**config.mk**
```make
export PLATFORM = sky130hd
export DESIGN_NAME = dram_refresh_seq
export DESIGN_NICKNAME = d
export VERILOG_FILES = /design/src/rtl/dref_pkg.sv /design/src/rtl/dref_tick.sv /design/src/rtl/dref_ledger.sv /design/src/rtl/dref_strobe.sv /design/src/rtl/dram_refresh_seq.sv
export SDC_FILE = /design/constraint.sdc
export NUM_CORES = 1
export LEC_CHECK = 0
export ABC_AREA = 0
export CORE_MARGIN = 10
export CORE_UTILIZATION = 69
export CTS_BUF_LIST = sky130_fd_sc_hd__clkbuf_8 sky130_fd_sc_hd__clkbuf_16
export DETAILED_ROUTE_END_ITERATION = 12
export DONT_BUFFER_PORTS = 1
export HOLD_SLACK_MARGIN = 0.12
export PLACE_DENSITY = 0.94
export REMOVE_ABC_BUFFERS = 1
export SYNTH_ARGS = -nofsm -noshare
export SYNTH_HDL_FRONTEND = slang
export SYNTH_HIERARCHICAL = 1
export SYNTH_SLANG_ARGS = --single-unit
```
**constraint.sdc**
```tcl
create_clock -name clk -period 5.2 [get_ports clk]
set_input_delay 0.52 -clock clk [delete_from_list [all_inputs] [get_ports clk]]
set_output_delay 0.52 -clock clk [all_outputs]
set_load 0.05 [all_outputs]
```
**src/rtl/dref_pkg.sv**
```systemverilog
package dref_pkg;
  typedef enum logic [1:0] {SQ_IDLE, SQ_CAS, SQ_BOTH, SQ_PRE} strobe_ph_t;
  typedef enum logic [1:0] {SR_OFF, SR_CAS, SR_LOW, SR_EXIT} sr_st_t;
endpackage

```
**src/rtl/dref_tick.sv**
```systemverilog
module dref_tick #(
  parameter int INT_2K = 80,
  parameter int INT_4K = 40
) (
  input  logic clk,
  input  logic rst_n,
  input  logic run,
  input  logic mode_4k,
  output logic tick
);
  localparam int TW = $clog2(INT_2K + 1);

  logic [TW-1:0] cnt;
  logic [TW-1:0] lim;

  assign lim  = mode_4k ? TW'(INT_4K - 1) : TW'(INT_2K - 1);
  assign tick = run && (cnt == lim);

  always_ff @(posedge clk) begin
    if (!rst_n || !run) cnt <= '0;
    else if (cnt == lim) cnt <= '0;
    else cnt <= cnt + 1'b1;
  end
endmodule

```
**src/rtl/dref_ledger.sv**
```systemverilog
module dref_ledger #(
  parameter int ROWS_2K = 2048
) (
  input  logic clk,
  input  logic rst_n,
  input  logic clear,
  input  logic burst,
  input  logic mode_4k,
  input  logic tick,
  input  logic take,
  input  logic load_rows,
  output logic owed_nz
);
  localparam int ROWS_4K = 2 * ROWS_2K;
  localparam int OW      = $clog2(2 * ROWS_4K + 1);

  logic [OW-1:0] rows, owed, tally, add_v;

  assign rows    = mode_4k ? OW'(ROWS_4K) : OW'(ROWS_2K);
  assign owed_nz = (owed != '0);

  always_comb begin
    add_v = '0;
    if (tick) begin
      if (!burst) add_v = OW'(1);
      else if (tally == rows - 1'b1) add_v = rows;
    end
  end

  always_ff @(posedge clk) begin
    if (!rst_n || clear) begin
      owed  <= '0;
      tally <= '0;
    end else begin
      if (load_rows) owed <= rows;
      else owed <= owed + add_v - OW'(take);
      if (!burst) tally <= '0;
      else if (tick) tally <= (tally == rows - 1'b1) ? '0 : tally + 1'b1;
    end
  end
endmodule

```
**src/rtl/dref_strobe.sv**
```systemverilog
module dref_strobe
  import dref_pkg::*;
#(
  parameter int T_CSR = 2,
  parameter int T_RAS = 6,
  parameter int T_RP  = 4
) (
  input  logic clk,
  input  logic rst_n,
  input  logic start,
  output logic idle,
  output logic ras_n,
  output logic cas_n
);
  localparam int CW = $clog2(T_CSR + T_RAS + T_RP + 1);

  strobe_ph_t    ph;
  logic [CW-1:0] cnt;

  assign idle  = (ph == SQ_IDLE);
  assign ras_n = (ph != SQ_BOTH);
  assign cas_n = !(ph == SQ_CAS || ph == SQ_BOTH);

  always_ff @(posedge clk) begin
    if (!rst_n) begin
      ph  <= SQ_IDLE;
      cnt <= '0;
    end else begin
      case (ph)
        SQ_IDLE: if (start) begin ph <= SQ_CAS; cnt <= CW'(T_CSR - 1); end
        SQ_CAS:  if (cnt == '0) begin ph <= SQ_BOTH; cnt <= CW'(T_RAS - 1); end
                 else cnt <= cnt - 1'b1;
        SQ_BOTH: if (cnt == '0) begin ph <= SQ_PRE; cnt <= CW'(T_RP - 1); end
                 else cnt <= cnt - 1'b1;
        default: if (cnt == '0) ph <= SQ_IDLE;
                 else cnt <= cnt - 1'b1;
      endcase
    end
  end
endmodule

```
**src/rtl/dram_refresh_seq.sv**
```systemverilog
module dram_refresh_seq
  import dref_pkg::*;
#(
  parameter int CLK_KHZ   = 250000,
  parameter int PERIOD_US = 128000,
  parameter int ROWS_2K   = 2048,
  parameter int T_CSR     = 2,
  parameter int T_RAS     = 6,
  parameter int T_RP      = 4,
  parameter int T_RASS    = 25000,
  parameter int T_RPS     = 28
) (
  input  logic clk,
  input  logic rst_n,
  input  logic mode_4k,
  input  logic burst,
  input  logic sleep_req,
  input  logic wake_req,
  output logic ras_n,
  output logic cas_n,
  output logic busy,
  output logic ready
);
  localparam longint unsigned PERIOD_CYC =
    longint'(CLK_KHZ) * longint'(PERIOD_US) / 64'd1000;
  localparam int INT_2K = int'(PERIOD_CYC / longint'(ROWS_2K));
  localparam int INT_4K = int'(PERIOD_CYC / longint'(2 * ROWS_2K));
  localparam int SMAX_A = (T_RASS > T_RPS) ? T_RASS : T_RPS;
  localparam int SMAX   = (SMAX_A > T_CSR) ? SMAX_A : T_CSR;
  localparam int SW     = $clog2(SMAX + 1);

  sr_st_t        sr_st;
  logic [SW-1:0] sr_cnt;
  logic          sleep_pend, wake_pend, catching;
  logic          tick, owed_nz, start, go_sleep, exit_done, strobe_idle;
  logic          q_ras_n, q_cas_n;

  assign start     = (sr_st == SR_OFF) && strobe_idle && !sleep_pend && owed_nz;
  assign go_sleep  = (sr_st == SR_OFF) && strobe_idle && sleep_pend;
  assign exit_done = (sr_st == SR_EXIT) && (sr_cnt == '0);

  dref_tick #(.INT_2K(INT_2K), .INT_4K(INT_4K)) u_tick (
    .clk(clk), .rst_n(rst_n), .run(sr_st == SR_OFF), .mode_4k(mode_4k), .tick(tick)
  );

  dref_ledger #(.ROWS_2K(ROWS_2K)) u_ledger (
    .clk(clk), .rst_n(rst_n), .clear(go_sleep), .burst(burst), .mode_4k(mode_4k),
    .tick(tick), .take(start), .load_rows(exit_done && burst), .owed_nz(owed_nz)
  );

  dref_strobe #(.T_CSR(T_CSR), .T_RAS(T_RAS), .T_RP(T_RP)) u_strobe (
    .clk(clk), .rst_n(rst_n), .start(start), .idle(strobe_idle),
    .ras_n(q_ras_n), .cas_n(q_cas_n)
  );

  always_ff @(posedge clk) begin
    if (!rst_n) begin
      sr_st      <= SR_OFF;
      sr_cnt     <= '0;
      sleep_pend <= 1'b0;
      wake_pend  <= 1'b0;
      catching   <= 1'b0;
    end else begin
      if (go_sleep) sleep_pend <= 1'b0;
      else if (sleep_req && sr_st == SR_OFF) sleep_pend <= 1'b1;

      if (sr_st == SR_OFF || sr_st == SR_EXIT) wake_pend <= 1'b0;
      else if (wake_req) wake_pend <= 1'b1;

      if (exit_done && burst) catching <= 1'b1;
      else if (catching && !owed_nz && strobe_idle && sr_st == SR_OFF) catching <= 1'b0;

      case (sr_st)
        SR_OFF:  if (go_sleep) begin sr_st <= SR_CAS; sr_cnt <= SW'(T_CSR - 1); end
        SR_CAS:  if (sr_cnt == '0) begin sr_st <= SR_LOW; sr_cnt <= SW'(T_RASS - 1); end
                 else sr_cnt <= sr_cnt - 1'b1;
        SR_LOW:  if (sr_cnt != '0) sr_cnt <= sr_cnt - 1'b1;
                 else if (wake_pend || wake_req) begin
                   sr_st  <= SR_EXIT;
                   sr_cnt <= SW'(T_RPS - 1);
                 end
        default: if (sr_cnt == '0) sr_st <= SR_OFF;
                 else sr_cnt <= sr_cnt - 1'b1;
      endcase
    end
  end

  always_comb begin
    case (sr_st)
      SR_CAS:  begin ras_n = 1'b1; cas_n = 1'b0; end
      SR_LOW:  begin ras_n = 1'b0; cas_n = 1'b0; end
      SR_EXIT: begin ras_n = 1'b1; cas_n = 1'b1; end
      default: begin ras_n = q_ras_n; cas_n = q_cas_n; end
    endcase
  end

  assign busy  = (sr_st != SR_OFF) || !strobe_idle;
  assign ready = (sr_st == SR_OFF) && !sleep_pend && !catching;
endmodule

```
* After elaboration in Yosys (flattened, before gate mapping) *
Index checks and enable logic that the tools add are counted.

operators by class
  add/subtract/negate cells = 7
  equality and inequality tests = 18
  mux-type cells = 33
  bitwise operators = 2
  reduce and logical (&&, ||, !) cells = 46

operators with widths
  kind                   number
  $mux 14                6
  $mux 15                5
  $pmux 15 s3            1
  $add 14x1->14 const B  2
  $eq 14x14->1           2
  $mux 2                 9
  $mux 4                 4
  $logic_not 15->1       1
  $reduce_bool 15->1     1
  $sub 15x1->15 const B  1
  $add 14x14->14         1
  $reduce_bool 14->1     1
  $sub 14x1->14          1
  $sub 14x1->14 const B  1
  $logic_and 1x1->1      13
  $mux 13                1
  $ne 2x2->1 const B     6
  $pmux 2 s3             2
  $pmux 4 s3             1
  $reduce_or 2->1        6
  $logic_not 1->1        7
  $eq 2x2->1 const B     3
  $logic_or 1x1->1       6
  $reduce_bool 2->1      3
  other kinds (16)       22

storage, ports and cells
  bits in registers = 68
  output and inout bits = 4
  word-level logic and storage cells = 116

* Longest topological paths before layout *
Gate-level depths: netlist (run 1).

  word-level depth = 9
  mapped depth = 17
  depth with buffers taken out = 17

* By module *
Netlist (run 1), hierarchy kept.

by module, submodules not included
  module            times used  cells each  area an instance (um2)  sequential area each (um2)
  dref_ledger       1           218         1819.2                  560.5
  dram_refresh_seq  1           164         1278.7                  400.4
  dref_tick         1           80          753.2                   280.3
  dref_strobe       1           52          456.7                   120.1

* Worst setup path after synthesis (run 1) *
Ideal clock, no wire load.

  path kind = flip-flop to flip-flop
  start point = register sr_st[0]
  end point = register u_ledger.owed[12]
  arrival = 3.445 ns
  setup slack = 1.638 ns
  cell stages (with the launch flop) = 17
  buffers on the path = 1
  path through = dfxtp_1 -> inv_1 -> ha_1 -> clkbuf_1 -> nand2_1 -> nor3b_1 -> ha_1 -> inv_1 -> ha_1 -> inv_1 -> fa_1 -> nor2b_1 -> o311ai_2 -> nor4b_1 -> a211oi_1 -> mux2i_1 -> nand2_1

between the ends
  longest elaborated chain between the ends = 6
  elaborated cells on any way between the ends = 14
  those cells by class = add/sub: 2; eq/ne: 1; mux: 2; reduce/logical: 9

RTL lines
  element                          line                    RTL
  start, declared                  dram_refresh_seq.sv:32  sr_st_t sr_st;
  start signal, assigned           dram_refresh_seq.sv:58  sr_st <= SR_OFF;
  start signal, assigned           dram_refresh_seq.sv:74  SR_OFF: if (go_sleep) begin sr_st <= SR_CAS; sr_cnt <= SW'(T_CSR - 1); end
  start signal, assigned           dram_refresh_seq.sv:75  SR_CAS: if (sr_cnt == '0) begin sr_st <= SR_LOW; sr_cnt <= SW'(T_RASS - 1); end
  $logic_not 2->1                  dram_refresh_seq.sv:38  assign start = (sr_st == SR_OFF) && strobe_idle && !sleep_pend && owed_nz;
  $logic_and 1x1->1 (3 in series)  dram_refresh_seq.sv:38
  named net start                  dram_refresh_seq.sv:35  logic tick, owed_nz, start, go_sleep, exit_done, strobe_idle;
  $sub 14x1->14                    dref_ledger.sv:36       else owed <= owed + add_v - OW'(take);
  $mux 14                          dref_ledger.sv:35       if (load_rows) owed <= rows;
  end signal, assigned             dref_ledger.sv:35
  end signal, assigned             dref_ledger.sv:36
  end, declared                    dref_ledger.sv:17       logic [OW-1:0] rows, owed, tally, add_v;

The timed path passes the listed nets, and every way through them passes these cells.
A chain may end at the register's enable or synchronous reset.

* Worst setup path after layout (run 1) *
  start point = register u_strobe.ph[1]
  end point = register u_ledger.owed[10]

between the ends
  longest elaborated chain between the ends = 6
  elaborated cells on any way between the ends = 8
  those cells by class = add/sub: 1; mux: 1; reduce/logical: 6

RTL lines
  element                          line                    RTL
  start, declared                  dref_strobe.sv:17       strobe_ph_t ph;
  start signal, assigned           dref_strobe.sv:26       ph <= SQ_IDLE;
  start signal, assigned           dref_strobe.sv:30       SQ_IDLE: if (start) begin ph <= SQ_CAS; cnt <= CW'(T_CSR - 1); end
  start signal, assigned           dref_strobe.sv:31       SQ_CAS: if (cnt == '0) begin ph <= SQ_BOTH; cnt <= CW'(T_RAS - 1); end
  $logic_not 2->1                  dref_strobe.sv:20       assign idle = (ph == SQ_IDLE);
  named net strobe_idle            dram_refresh_seq.sv:35
  $logic_and 1x1->1 (3 in series)  dram_refresh_seq.sv:38
  named net start                  dram_refresh_seq.sv:35
  $sub 14x1->14                    dref_ledger.sv:36
  $mux 14                          dref_ledger.sv:35

The timed path passes the listed nets, and every way through them passes these cells.

==> run metrics, run 1 <==
Mapped Area around 4300 sq um; largest net degree at the start of global routing 29; insertion delay to the later sink of the worst-skew pair 340 ps; final count of negative-setup-slack endpoints 0; minimum clock period 3718 ps; Final Cell Area 4513 sq um; hold_sp mode_4k; Crit. End Element flop; First-pass DRT Iterations 5; LEAKAGE 0.001858 uW; Seq/Total Area, Yosys 0.3160; largest area contributor in the netlist dfxtp_1; Post-Layout Cell Count between 500 and 600; Synth Area in Compound Gates 0.1615; Worst R2R Start u_strobe/ph[1]; ANT cells 0; Die ar. 9804 sq um; Core Region 5991 sq um; I/O pin count 10; Worst path top cell family by delay simple AND/OR/NAND/NOR gates; DR iter-0 viols 296; Area after DPL 4344 sq um; synth warn 6; routability cong. 0.9026; setup_tns 0 ps; HP Class primary input to flop; htree depth 3; Via density 6.246; DRC viols 0; slowest CP cell nor3b_1; synth unique cells 79; clk buf depth 2; Worst Setup SP u_strobe/ph[1]; critical path cell sequence inv_1, ha_1, nand2_1, nor3b_1, ha_1, inv_1, ha_1, inv_1, fa_1, nor2b_1, o311ai_2, nor3_1, nor2_1, o21ai_1, mux2i_1; commonest non-fill, non-tap cell in the layout dfxtp_1; Worst-Margin Slew 1165 ps; Bufs and invs on worst path 3; Core Util, Final 0.7533; Rel. slew slack 0.2259; Die Wd 99.02 um; Synth Area in XOR/XNOR 0.06913; adder-cell share of the synthesized area 0.1005; Clock Sinks 68; arrival time at the worst endpoint approximately 4000 ps; most frequent cells in the layout 68 x dfxtp_1, 57 x nor2_1, 49 x inv_1; Area contributors post-synth dfxtp_1 32%, ha_1 9.6%, nor2_1 5.0%; PostCTS Resize Cnt 0; top-area cell type share of the netlist area 0.3160; NumNets Final about 550; Max-Cap Viols 0; mux contribution to synthesized area 0.01888; Worst-path clk slew 70 ps; largest family of logic cells by synthesized area simple AND/OR/NAND/NOR gates; starting density of the core 0.7191; placed cells 578; fmax 269.0 MHz; ys flop type dfxtp_1; number of synthesized flops with an enable pin 0; first-pass GRT wire length between 15000 and 20000 um; RSZ-0062 raised after global routing false; crit share post-route 0.7150; DP HPWL 6675 um; Slew Viols, Final 0; status finished clean; root buf cell clkbuf_8; CTS tree done; Congestion Overflow GR 0; row cnt 28; fraction of layout cells with a size suffix above 1 0.1100; critical setup path kind flop to flop; Async SR Flop Fraction 0; die height just under 100 um; final wirelength 9011 um; hold buffer count at cts 0; Synth Area in Simple Gates 0.2751; Total Routing Usage GR 0.1843; Avg Inst Size Synth 8.381 sq um; synthesized flop and latch total 68; final clock skew 4.964 ps; CP startpoint kind flop; Crit Path Max Fanout 9; Hold Slack 283.7 ps; antenna violation net count after detailed routing 0; required time of the critical path 5480 ps; initial antenna violation count 0; port buffer count 0; setup bufs post-CTS 0; Via Count 3704; crit-path max cell delay between 400 and 500 ps; CTS buffer count 9; P per Cell Area 685.7 nW/um^2; per-cell routed wire length approximately 15 um; vias in the first global route 3475; area grow syn2layout 4.763%; synthesized instance count 514; Worst IR Drop VDD 0.4389 mV; final hold violation count 0
## Yosys cell counts (all sizes together) (4+ instances only)
| master | count |
|---|---|
| nor2b | 6 |
| or3 | 10 |
| a31oi | 6 |
| mux2i | 7 |
| o21ai | 14 |
| inv | 47 |
| and3 | 7 |
| nand3 | 18 |
| nor3 | 13 |
| buf | 6 |
| nor4 | 5 |
| xor2 | 14 |
| a21oi | 23 |
| clkbuf | 7 |
| nand2b | 12 |
| nand4 | 9 |
| xnor2 | 20 |
| nor2 | 66 |
| dfxtp | 68 |
| a21o | 6 |
| o22ai | 11 |
| nand2 | 38 |
| a211oi | 4 |
| or4 | 6 |
| ha | 33 |
## state kept, by name, summed over array words and instances, names as in the netlist
name and cells:
u_ledger/tally 14, wake_pend 1, catching 1, sr_st 2, u_ledger/owed 14, sleep_pend 1
sr_cnt 15, u_strobe/ph 2, u_tick/cnt 14, u_strobe/cnt 4
## worst reg2reg max path: stages, from the launching register on
cell      delay, ps
dfxtp_1         340
inv_1            90
ha_1            350
nand2_1         430
nor3b_1         440
ha_1            290
inv_1            60
ha_1            150
inv_1            60
fa_1            370
nor2b_1         220
o311ai_2        160
nor3_1          190
nor2_1           90
o21ai_1         190
mux2i_1         200
## metrics by stage
| stage | total power, uW | worst slack (ps) |
|---|---|---|
| finish | 3094 | 1482 |
| global route | 3328 | 1123 |
| CTS | 3062 | 1506 |
| detailed placement | 2662 | 1539 |
| global placement | 2577 | 1643 |
| floorplan | 2290 | 1491 |
## routing by layer
metal  global-route usage  share of wire  up-vias
met5                    0              0        -
met4              0.07387          0.020        0
met3              0.04958          0.061       17
met2               0.3136           0.49      139
met1               0.2133           0.42     1738
li1                     -              -     1810
## where the power goes
part	internal [uW]	switching, uW	total [uW]
logic	779	1210	1990
registers	633	96.0	729
clock network	191	188	379
## final timing paths
path / endpoint / slack, ps / depth (start not counted)
worst max-delay path: u_ledger/owed[10] / 1480 / 15
worst min-delay path: u_ledger/owed[11] / 280 / 1
worst max register to register: u_ledger/owed[10] / 1480 / 15
worst min register to register: u_strobe/cnt[1] / 480 / 2
## kinds of logic (layout without fill, tap and decap cells)
kind of cell / after synthesis / after routing
multiplexers: 8 / 8
adder cells (fa/ha/maj): 34 / 34
AO/OA/AOI/OAI: 94 / 94
buffers and inverters: 60 / 64
flip-flops: 68 / 68
XOR/XNOR: 34 / 34
AND/OR/NAND/NOR: 216 / 216
## final cells by class
class | count | area (sq um)
fillers | 438 | 1478
clock buffers | 11 | 151.4
well taps | 75 | 93.84
flip-flops and latches | 68 | 1361
clock inverters | 4 | 17.52
inverters | 47 | 176.4
multi-input cells | 386 | 2698
repair buffers | 2 | 15.01
No activity file was read; power rests on OpenSTA's default activity.
==> run 2, diff against run 1 <==
--- a/config.mk
+++ b/config.mk
@@ -5,14 +5,14 @@
 export SDC_FILE = /design/constraint.sdc
 export NUM_CORES = 1
 export LEC_CHECK = 0
-export ABC_AREA = 0
+export ABC_AREA = 1
 export CORE_MARGIN = 10
-export CORE_UTILIZATION = 69
+export CORE_UTILIZATION = 64
 export CTS_BUF_LIST = sky130_fd_sc_hd__clkbuf_8 sky130_fd_sc_hd__clkbuf_16
 export DETAILED_ROUTE_END_ITERATION = 12
 export DONT_BUFFER_PORTS = 1
 export HOLD_SLACK_MARGIN = 0.12
-export PLACE_DENSITY = 0.94
+export PLACE_DENSITY = 0.89
 export REMOVE_ABC_BUFFERS = 1
 export SYNTH_ARGS = -nofsm -noshare
 export SYNTH_HDL_FRONTEND = slang
==> constraint.sdc (replaced) <==
create_clock -name clk -period 3.5 [get_ports clk]
set_input_delay 0.35 -clock clk [delete_from_list [all_inputs] [get_ports clk]]
set_output_delay 0.35 -clock clk [all_outputs]
set_load 0.05 [all_outputs]
==> run 2 against run 1 <==
Compared with the run above:
- sequential cell count did not move
- die area rose by 12%
- synthesized cell count rose by 34%
- clock skew barely moved
- total power rose by 58%
- combinational power rose by 59%
- critical path type unchanged
==> run metrics, run 2 <==
clk buf depth 2 (unchanged); P per Cell Area 996.0 nW/um^2 (+45%); top-area cell type share of the netlist area 0.2952 (-0.02083); RSZ-0062 raised after global routing false; Async SR Flop Fraction 0 (unchanged); synth warn 6 (unchanged); insertion delay to the later sink of the worst-skew pair 350 ps (about the same); routing usage on met1 0.1962 (-0.01716); adder-cell share of the synthesized area 0.09387 (-0.006625); synthesized instance count 691 (+34%); starting density of the core 0.6678 (-0.05134); number of synthesized flops with an enable pin 0 (unchanged); GRT busiest layer met2; largest net degree at the start of global routing 24 (-17%); ANT cells 0 (unchanged); Die ar. 11000 sq um (+12%); setup bufs post-CTS 0 (unchanged); largest area contributor in the netlist dfxtp_1; met2 usage 0.3034 (-0.01025); initial antenna violation count 0 (unchanged); area grow syn2layout 6.186%; final count of negative-setup-slack endpoints 0 (unchanged); fraction of layout cells with a size suffix above 1 0.1040 (-0.006050); DP HPWL 7286 um (+9.2%); routability cong. 0.9457 (+4.8%); critical path cell sequence nor2_1, nand3_1, nor2_1, nand3_1, nor3b_2, nand2_1, ha_1, inv_1, ha_1, inv_1, fa_1, nand3b_1, nand2_1, a21oi_2, o21bai_1, nand2_1, nand2_1, nor2_1; most frequent cells in the layout 159 x nand2_1, 98 x inv_1, 87 x nor2_1; DRC viols 0 (unchanged); Crit Path Max Fanout 6 (-3); Final Cell Area 4897 sq um (+8.5%); Max-Cap Viols 0 (unchanged); Via Count 4301 (+16%); Synth Area in Compound Gates 0.09821 (-0.06328); status finished clean; port buffer count 0 (unchanged); Area after DPL 4697 sq um (+8.1%); Slew Viols, Final 0 (unchanged); I/O pin count 10 (unchanged); Core Region 6907 sq um (+15%); htree depth 3 (unchanged); NumNets Final 739 (+33%); antenna violation net count after detailed routing 0 (unchanged); mux contribution to synthesized area 0 (-0.01888); ys flop type dfxtp_1; DR iter-0 viols 283 (-4.4%); Seq/Total Area, Yosys 0.2952 (-0.02083); slowest CP cell fa_1; per-cell routed wire length 12.17 um (-20%); setup_tns 0 ps (unchanged); synth unique cells 41 (-48%); Tot Pwr 4878 uW (+58%); crit share post-route 0.8827 (+0.1678); required time of the critical path 3750 ps (-1730 ps); Largest register FFs 15 (unchanged); critical setup path kind flop to flop; final worst setup slack 410.5 ps (-1072 ps); final wirelength 9710 um (+7.8%); Die Wd 104.9 um (+5.9%); CP startpoint kind flop; LEAKAGE 0.002255 uW (+21%); CTS buffer count 9 (unchanged); Rel. slew slack 0.3003 (+0.07440); first-pass GRT wire length 16300 um (+5.6%); die height 104.9 um (+5.9%); fmax 323.7 MHz (+20%); First-pass DRT Iterations 5 (unchanged); arrival time at the worst endpoint 3330 ps (-660 ps); met3 Track Usage GR 0.02826 (-0.02133); largest register by flop count sr_cnt; Synth Area in XOR/XNOR 0.03228 (-0.03684); largest family of logic cells by synthesized area simple AND/OR/NAND/NOR gates; vias in the first global route 3970 (+14%); Total Routing Usage GR 0.1710 (-0.01328); commonest non-fill, non-tap cell in the layout nand2_1; Crit. End Element flop; Via density 5.390 (-14%); CP dominant cell by count nand2_1; root buf cell clkbuf_8; Area contributors post-synth dfxtp_1 30%, nand2_1 13%, ha_1 9.0%; list of most frequent post-synthesis cells 159 x nand2_1, 98 x inv_1, 87 x nor2_1; Worst-Margin Slew 1043 ps (-122.2 ps); Worst-path clk slew 70 ps (about the same); Mapped Area 4612 sq um (+7.1%); Congestion Overflow GR 0 (unchanged); most common cell in the netlist nand2_1; CTS tree done; final clock skew 5.248 ps (+0.2842 ps); Avg Inst Size Synth 6.674 sq um (-20%); Core Util, Final 0.7091 (-0.04428); HP Class primary input to flop; row cnt 30 (+7.1%); Synth Area in Simple Gates 0.3814 (+0.1064); Clock Sinks 68 (unchanged); Post-Place Setup Slack 303.6 ps (-1236 ps); Worst IR Drop VDD 0.4570 mV (+4.1%); synthesized flop and latch total 68 (unchanged); minimum clock period 3090 ps (-628.2 ps); final hold violation count 0 (unchanged); crit-path max cell delay 410 ps (-30 ps)
-- run 2: path summary, 6_finish.rpt --
| check | endpoint | cells after the start | slack (ps) | from |
|---|---|---|---|---|
| max | u_ledger/owed[10] | 18 | 410 | u_tick/cnt[5] |
| min | u_strobe/ph[0] | 2 | 130 | rst_n |
| max reg2reg | u_ledger/owed[10] | 18 | 410 | u_tick/cnt[5] |
| min reg2reg | sr_cnt[11] | 2 | 480 | sr_cnt[11] |
-- run 2: cell families (layout without fill, tap and decap cells) --
kind of cell | after synthesis | after routing
AO/OA/AOI/OAI | 79 | 79
XOR/XNOR | 17 | 17
adder cells (fa/ha/maj) | 34 | 34
buffers and inverters | 113 | 124
flip-flops | 68 | 68
AND/OR/NAND/NOR | 380 | 380
-- run 2: worst max-delay path, delay by kind of cell (launching register included) --
| kind | cells | cell delay, ps |
|---|---|---|
| compound gates | 2 | 270 |
| fa+ha+maj | 3 | 820 |
| simple gates | 11 | 1420 |
| flops | 1 | 360 |
| buf+inv | 2 | 110 |
-- run 2: area by class of cell --
class	count	area, sq um
Clock inverter	2	10.01
Sequential cell	68	1361
Fill cell	569	2009
Inverter	105	394.1
Clock buffer	12	165.2
Timing Repair Buffer	5	42.54
Tap cell	96	120.1
Multi-Input combinational cell	510	2804
-- run 2: metrics by stage --
stage | hold WS (ps) | instances
after floorplan | 446.0 | 683
after global placement | 465.3 | 782
after detailed placement | 472.7 | 782
after CTS | 121.1 | 797
after global routing | 122.9 | 798
final | 129.2 | 798
-- run 2: per-layer routing --
| layer | up-vias | part of all wire |
|---|---|---|
| li1 | 2223 | - |
| met2 | 132 | 0.48 |
| met5 | - | 0 |
| met3 | 25 | 0.049 |
| met1 | 1921 | 0.44 |
| met4 | 0 | 0.023 |
-- run 2: where the power goes --
part | switching, uW | internal, uW | total [uW]
Combinational | 2100 | 1070 | 3170
Sequential | 162 | 958 | 1120
Clock | 285 | 305 | 590
Total | 2550 | 2330 | 4880
-- run 2: timing repair --
item                                    4_1_cts  5_1_grt
endpoints found under the hold margin         2        1
hold buffers                                  1        1
gates resized for setup                       0        1
endpoints found under the setup margin        0        2
